===== config.mk =====
export PLATFORM = sky130hd
export DESIGN_NAME = alu_bypass_select
export DESIGN_NICKNAME = d
export VERILOG_FILES = /design/src/rtl/alu_bypass_select.sv
export SDC_FILE = /design/constraint.sdc
export NUM_CORES = 1
export LEC_CHECK = 0
export BUFFER_PORTS_ARGS = -buffer_cell sky130_fd_sc_hd__buf_2
export CAP_MARGIN = 30
export CORE_AREA = 2 2 98 100
export DETAILED_ROUTE_END_ITERATION = 7
export DIE_AREA = 0 0 100 102
export PLACE_DENSITY = 0.81
export SLEW_MARGIN = 20
export SYNTH_ARGS = -nofsm -noshare
export SYNTH_HDL_FRONTEND = slang
export SYNTH_SLANG_ARGS = --single-unit

===== constraint.sdc =====
create_clock -name vclk -period 1.86
set_input_delay 0.186 -clock vclk [all_inputs]
set_output_delay 0.186 -clock vclk [all_outputs]
set_load 0.02 [all_outputs]

===== src/rtl/alu_bypass_select.sv =====
module alu_bypass_select #(
  parameter int REG_AW = 5,
  parameter int DATA_W = 32
) (
  input  logic [REG_AW-1:0] src_a,
  input  logic [REG_AW-1:0] src_b,
  input  logic [DATA_W-1:0] rf_a,
  input  logic [DATA_W-1:0] rf_b,
  input  logic [REG_AW-1:0] exm_rd,
  input  logic              exm_wen,
  input  logic [DATA_W-1:0] exm_result,
  input  logic [REG_AW-1:0] mwb_rd,
  input  logic              mwb_wen,
  input  logic              mwb_is_load,
  input  logic [DATA_W-1:0] mwb_alu_result,
  input  logic [DATA_W-1:0] mwb_load_data,
  output logic [DATA_W-1:0] op_a,
  output logic [DATA_W-1:0] op_b,
  output logic [1:0]        sel_a,
  output logic [1:0]        sel_b
);

  localparam int          NUM_OPS = 2;
  localparam logic [1:0]  SEL_RF  = 2'b00;
  localparam logic [1:0]  SEL_WB  = 2'b01;
  localparam logic [1:0]  SEL_EX  = 2'b10;
  localparam logic [REG_AW-1:0] ZERO_REG = '0;

  logic              ex_live, wb_live;
  logic [DATA_W-1:0] wb_value;

  assign ex_live  = exm_wen && (exm_rd != ZERO_REG);
  assign wb_live  = mwb_wen && (mwb_rd != ZERO_REG);
  assign wb_value = mwb_is_load ? mwb_load_data : mwb_alu_result;

  logic [REG_AW-1:0] src [NUM_OPS];
  logic [DATA_W-1:0] rfv [NUM_OPS];
  logic [DATA_W-1:0] opd [NUM_OPS];
  logic [1:0]        sel [NUM_OPS];

  assign src[0] = src_a;
  assign src[1] = src_b;
  assign rfv[0] = rf_a;
  assign rfv[1] = rf_b;

  for (genvar g = 0; g < NUM_OPS; g++) begin : g_op
    logic hit_ex, hit_wb;
    assign hit_ex = ex_live && (exm_rd == src[g]);
    assign hit_wb = wb_live && (mwb_rd == src[g]);

    always_comb begin
      if (hit_ex)      sel[g] = SEL_EX;
      else if (hit_wb) sel[g] = SEL_WB;
      else             sel[g] = SEL_RF;
    end

    always_comb begin
      unique case (sel[g])
        SEL_EX:  opd[g] = exm_result;
        SEL_WB:  opd[g] = wb_value;
        default: opd[g] = rfv[g];
      endcase
    end
  end

  assign op_a  = opd[0];
  assign op_b  = opd[1];
  assign sel_a = sel[0];
  assign sel_b = sel[1];

endmodule


**Word-level counts from Yosys, hierarchy flattened**

Cells that the tools add are included.
W data, S select, Z words.

- Register bits: 0
- Bits of input ports: 183
- Word-level logic and storage cells: 23

- Equal/unequal tests: 8
- Multiplexer cells: 7
- Reductions and logical operators: 8

Operators by type and width:

| cell | count |
|---|---|
| $pmux W32 S2 | 2 |
| $mux W32 | 1 |
| $eq A5 B5 Y1 | 4 |
| $reduce_bool A5 Y1 | 2 |
| $logic_and A1 B1 Y1 | 6 |
| $eq A2 B1 Y1 const B | 2 |
| $eq A2 B2 Y1 const B | 2 |
| $mux W2 | 2 |
| $mux W1 | 2 |

**Depth between registers and ports, before layout**

Gate-level depths: netlist (run 1).

- Depth after elaboration: 7
- Depth in mapped cells: 7
- Gate-level depth less buffers: 4

**Least setup slack after synthesis (run 1)**

Ideal clock, no wire load.

- Path type: input port to output port
- From: in exm_rd[1]
- To: out sel_a[0]
- Arrival time: 1.879 ns
- Path slack: -0.205 ns
- Cell stages on the path: 5
- Buffers on the path: 1
- Cell sequence: or4_1 > o21a_1 > and3_1 > buf_6 > nor4_1

- Longest elaborated chain between the ends: 4

Ends and longest elaborated chain:

| element | RTL line | source |
|---|---|---|
| from (decl) | 9 | `input logic [REG_AW-1:0] exm_rd,` |
| $reduce_bool A5 Y1 | 32 | `assign ex_live = exm_wen && (exm_rd != ZERO_REG);` |
| $logic_and A1 B1 Y1 | 32 |  |
| $logic_and A1 B1 Y1 (*) | 48 | `assign hit_ex = ex_live && (exm_rd == src[g]);` |
| $mux W2 (*) | 52 | `if (hit_ex) sel[g] = SEL_EX;` |
| to (decl) | 19 | `output logic [1:0] sel_a,` |

Mark *: on every way between the ends. The rest lies on a longest branch, timed or not.

**Worst setup path after layout (run 1)**

- From: in mwb_rd[1]
- To: out op_a[31]

- Longest elaborated chain between the ends: 7

Ends and longest elaborated chain:

| element | RTL line | source |
|---|---|---|
| from (decl) | 12 | `input logic [REG_AW-1:0] mwb_rd,` |
| $reduce_bool A5 Y1 | 33 | `assign wb_live = mwb_wen && (mwb_rd != ZERO_REG);` |
| $logic_and A1 B1 Y1 | 33 |  |
| $logic_and A1 B1 Y1 (*) | 49 | `assign hit_wb = wb_live && (mwb_rd == src[g]);` |
| $mux W1 (*) | 53 | `else if (hit_wb) sel[g] = SEL_WB;` |
| $mux W2 (*) | 52 |  |
| $eq A2 B1 Y1 or $eq A2 B2 Y1 (tied branches) | 58 | `unique case (sel[g])` |
| $pmux W32 S2 (*) | 58 |  |
| to (decl) | 17 | `output logic [DATA_W-1:0] op_a,` |

Marks and branches as above.

==> results.py, run 1 <==
metrics = {
    "critical_path": {
        "startpoint_type": "input pin",
        "crit_buf_inv": 3,
        "crit_path_top_delay_cell": "or4_4",
        "setup.worst_path.end_class": "primary output",
        "crit_fanout": 7,
        "path_delay_family": "simple AND/OR/NAND/NOR gates",
        "crit_type": "in -> out",
        "crit_arrival_ns": 1.88,
        "slowest_delay_ns": 0.54,
        "worstPathRequired_ns": 1.67,
        "crit_path_frequent_cell": "buf_6",
        "crit_chain": "buf_6, or4_4, o21a_4, buf_12, and4_4, o31ai_4, buf_6",
    },
    "timing": {
        "relSlewSlack": 0.555,
        "fin_ws_ns": -0.203,
        "clock.fmax_ghz": 0.485,
        "tns_ns": -10.71,
        "hold_viol_final": 0,
        "finalSetupViolCount": 68,
        "rsz0062_at_grt": "true",
        "layout_min_cycle_time_ns": 2.06,
        "finalCritPeriodShare": 1.11,
        "worst_pin_slew_ns": 0.658,
        "whs_ns": 0.759,
        "finalMaxSlewViolations": 0,
    },
    "power": {
        "p_per_area_nw_per_um2": 279,
        "total_power_mw": 1.73,
        "leakage_nw": 2.49,
        "ir_drop_mv": 0.145,
    },
    "synth": {
        "yosys-mux-area-fraction": 0.103,
        "syn_area_um2": 3140,
        "synth_top_family_by_area": "compound AO/OA/AOI/OAI gates",
        "avgSynthCellArea_um2": 7.77,
        "ys_seq_area_frac": 0,
        "synth_xor_xnor_area_share": 0.0558,
        "synth-compound-area-share": 0.378,
        "synth_nets": 587,
        "synthSimpleGateAreaFrac": 0.335,
        "yosys_warnings": 0,
        "synthAdderAreaFrac": 0,
        "ys_types": 25,
        "synth_cells": 404,
    },
    "detailed_routing": {
        "wl_um": 18200,
        "vias": 5075,
        "drc": 0,
        "drt-initial-drc-count": 268,
        "vias_per_cell": 6.87,
        "wl_per_cell_um": 24.6,
        "ant_nets": 0,
        "dr.pass1.iters": 5,
    },
    "final_layout": {
        "final_cell_mix": "buf_2, nand4_1, buf_6, o31ai_4, and4_1",
        "layout_commonest_cell": "buf_2",
        "layout-drive-gt1-share": 0.702,
        "fillers": 673,
        "utilization": 0.683,
        "seq_cell_count": 0,
        "clock_buffers": 0,
        "final_nets": 813,
        "synthToLayoutAreaGrowth_pct": 98.1,
        "n_antenna_cell": 0,
        "seq_area_um2": 0,
        "final_area_um2": 6220,
        "instances_no_fill": 739,
    },
    "worst_hold_path": {
        "hp-class": "in -> out",
    },
    "place": {
        "post-place-ws_ns": -0.316,
        "port-buffer-count": 251,
        "hpwl_um": 11200,
        "gp_congestion": 0.934,
        "dp.cells": 725,
        "post_dp_cell_area_um2": 4690,
    },
    "floorplan": {
        "rows": 35,
        "start_util": 0.345,
        "die_h_um": 102,
        "die_area_um2": 10200,
        "dieWidth_um": 100,
        "coreArea_um2": 9110,
        "io_pins": 251,
    },
    "grt": {
        "antenna_found_initial": 0,
        "grt_pass1_wl_um": 24500,
        "grt_usage": 0.294,
        "grt_pass1_vias": 4922,
        "grt_start_max_net_pins": 65,
        "grt_remaining_overflow": 0,
    },
    "flow_run": {
        "maxCapViolations": 0,
    },
    "status": {
        "violations": "setup timing",
        "status": "finished with violations",
    },
}
## synth_stat cells, drive strengths merged
master / n / share of area
a31oi: 64 / 0.13
and2: 1 / 0.0020
and3: 4 / 0.0080
and4: 60 / 0.17
buf: 21 / 0.063
clkbuf: 54 / 0.065
mux2: 2 / 0.0072
mux2i: 30 / 0.096
nand2: 1 / 0.0012
nand3: 3 / 0.0048
nand4: 64 / 0.13
nor2: 4 / 0.0048
nor3: 2 / 0.0032
nor4: 3 / 0.0060
nor4b: 2 / 0.0056
o21a: 2 / 0.0048
o21ai: 1 / 0.0016
o31ai: 64 / 0.24
or4: 2 / 0.0048
xnor2: 8 / 0.022
xor2: 12 / 0.033
## cell type report
class | instances | area [um^2] | area share
repair buffers | 299 | 2370 | 0.381
multi-input cells | 329 | 3710 | 0.597
well taps | 111 | 139 | 0.0223
## power by group
part	total (mW)	switching (mW)	internal (mW)	leakage, nW
sequential	0	0	0	0
combinational	1.73	0.968	0.765	2.49
clock	0	0	0	0
## worst min-delay path, cell delays in order
cell,delay (ns)
buf_2,0.09
nand4_1,0.08
o31ai_2,0.07
buf_4,0.14
## final timing paths
path | endpoint | slack (ns) | start | cells past startpoint
worst max-delay path | op_a[31] | -0.20 | mwb_rd[1] | 7
worst min-delay path | op_b[19] | 0.76 | exm_result[19] | 4
## logic make-up after synthesis
group / count (synthesis)
xor+xnor: 20
mux: 32
compound gates: 131
buf+inv: 75
simple gates: 146
## metal layers
metal | GRT usage | up-vias | share of wire
met5 | 0 | - | 0
met4 | 0.148 | 0 | 0.055
met3 | 0.0315 | 99 | 0.084
met2 | 0.543 | 399 | 0.51
met1 | 0.336 | 2399 | 0.35
li1 | - | 2178 | -
## timing repair
action,4_1_cts,5_1_grt
setup buffers,2,2
pin swaps,4,12
hold buffers,0,0
gates resized for setup,148,104
cloned,3,8
endpoints found under the setup margin,66,66
(Power assumes the default switching activity.)
==> run 2, diff against run 1 <==
--- a/config.mk
+++ b/config.mk
@@ -7,10 +7,10 @@
 export LEC_CHECK = 0
 export BUFFER_PORTS_ARGS = -buffer_cell sky130_fd_sc_hd__buf_2
 export CAP_MARGIN = 30
-export CORE_AREA = 2 2 98 100
+export CORE_AREA = 2 2 97 99
 export DETAILED_ROUTE_END_ITERATION = 7
-export DIE_AREA = 0 0 100 102
-export PLACE_DENSITY = 0.81
+export DIE_AREA = 0 0 99 101
+export PLACE_DENSITY = 0.84
 export SLEW_MARGIN = 20
 export SYNTH_ARGS = -nofsm -noshare
 export SYNTH_HDL_FRONTEND = slang
==> constraint.sdc (replaced) <==
create_clock -name vclk -period 1.86
set_input_delay 0.372 -clock vclk [all_inputs]
set_output_delay 0.372 -clock vclk [all_outputs]
set_load 0.02 [all_outputs]
==> run 2 against run 1 <==
  * The run still ends with setup timing left
  * Largest power group unchanged
  * Utilization up 4.7 points
  * Largest cell class unchanged
  * Critical path depth unchanged
  * Sequential share of layout area unchanged
==> results.py, run 2 (same netlist as run 1, synthesis figures left out) <==
metrics = {
    "power": {
        "leakage_nw": 2.71,
        "p_per_area_nw_per_um2": 277,
        "ir_drop_mv": 0.143,
        "total_power_mw": 1.81,
    },
    "final_layout": {
        "layout_commonest_cell": "buf_2",
        "utilization": 0.730,
        "seq_cell_count": 0,
        "clock_buffers": 0,
        "seq_area_um2": 0,
        "final_area_um2": 6560,
        "instances_no_fill": 775,
        "synthToLayoutAreaGrowth_pct": 109,
        "final_cell_mix": "buf_2, buf_6, nand4_1, o31ai_4, and4_4",
        "final_nets": 849,
        "n_antenna_cell": 0,
        "fillers": 618,
        "multi_input_area_um2": 3700,
        "layout-drive-gt1-share": 0.736,
    },
    "place": {
        "dp.cells": 752,
        "port-buffer-count": 251,
        "post-place-ws_ns": -0.613,
        "hpwl_um": 11900,
        "gp_congestion": 0.939,
        "post_dp_cell_area_um2": 5590,
    },
    "timing": {
        "hold_viol_final": 0,
        "layout_min_cycle_time_ns": 2.48,
        "clock.fmax_ghz": 0.403,
        "finalCritPeriodShare": 1.33,
        "worst_pin_slew_ns": 0.515,
        "relSlewSlack": 0.654,
        "finalSetupViolCount": 68,
        "tns_ns": -36.33,
        "finalMaxSlewViolations": 0,
        "whs_ns": 1.15,
        "rsz0062_at_grt": "true",
        "fin_ws_ns": -0.620,
    },
    "floorplan": {
        "die_h_um": 101,
        "dieWidth_um": 99,
        "rows": 35,
        "die_area_um2": 10000,
        "start_util": 0.350,
        "io_pins": 251,
        "coreArea_um2": 8980,
    },
    "grt": {
        "grt_pass1_wl_um": 25200,
        "antenna_found_initial": 0,
        "grt_start_max_net_pins": 39,
        "grt_pass1_vias": 5019,
        "grt_usage": 0.306,
        "grt_remaining_overflow": 0,
    },
    "detailed_routing": {
        "dr.pass1.iters": 4,
        "drt-initial-drc-count": 289,
        "vias": 5204,
        "wl_per_cell_um": 23.6,
        "drc": 0,
        "vias_per_cell": 6.71,
        "wl_um": 18300,
        "ant_nets": 0,
    },
    "critical_path": {
        "crit_path_frequent_cell": "buf_6",
        "crit_path_top_delay_cell": "or4_4",
        "crit_arrival_ns": 2.11,
        "crit_fanout": 5,
        "worstPathRequired_ns": 1.49,
        "setup.worst_path.end_class": "primary output",
        "crit_chain": "buf_6, or4_4, o21a_4, buf_6, and4_1, o31ai_2, buf_4",
        "crit_type": "in -> out",
        "startpoint_type": "input pin",
        "slowest_delay_ns": 0.58,
    },
    "worst_hold_path": {
        "min_to": "op_a[2]",
        "hp-class": "in -> out",
        "min_from": "exm_result[2]",
        "hold_path_depth": 4,
    },
    "status": {
        "violations": "setup timing",
        "status": "finished with violations",
    },
    "flow_run": {
        "maxCapViolations": 0,
    },
}
-- run 2: cell count changes in the layout (fill, tap and decap cells not counted), moves of 8 or more --
cell / delta
buf_6: +23
and4_4: +37
a31oi_4: -9
and4_1: -37
a31oi_1: +28
buf_12: +8
o31ai_4: +8
o31ai_2: -8
a31oi_2: -19
-- run 2: critical path, delay by kind of cell --
family,cells,cell delay [ns]
simple gates,2,0.73
compound gates,2,0.58
buf+inv,3,0.43
-- run 2: layout make-up --
class                           instances  area share
Multi-Input combinational cell        333       0.564
Tap cell                              111      0.0212
Timing Repair Buffer                  331       0.415
-- run 2: repair_timing --
action                                 in CTS  in global routing
setup endpoints to repair                  68                 68
buffers inserted                            9                  5
hold buffers                                0                  0
endpoints found under the hold margin       0                  0
cloned                                      4                  6
pin swaps                                  10                 25
gates resized for setup                   140                 47
-- run 2: power breakdown --
group          leakage (nW)  total (mW)  switching [mW]  internal [mW]
Combinational          2.71        1.81           0.971          0.843
Clock                     0           0               0              0
Sequential                0           0               0              0
Total                  2.71        1.81           0.971          0.843
-- run 2: worst max path at each step --
stage | slack, ns | start | to | depth (start not counted)
2_1_floorplan | -0.38 | exm_rd[1] | op_a[0] | 6
3_3_place_gp | -0.60 | mwb_rd[1] | op_b[11] | 7
3_5_place_dp | -0.61 | mwb_rd[1] | op_b[11] | 7
4_1_cts | -0.59 | mwb_rd[1] | op_b[0] | 7
5_1_grt | -0.62 | mwb_rd[1] | op_a[13] | 7
6_report | -0.62 | mwb_rd[1] | op_a[27] | 7
-- run 2: metal layers --
layer	global-route usage	up-vias	wire, um	share of wire
met5	0	-	0	0
met4	0.131	0	1050	0.058
met3	0.0326	110	1250	0.069
met2	0.580	371	9540	0.52
met1	0.344	2467	6410	0.35
li1	-	2256	-	-
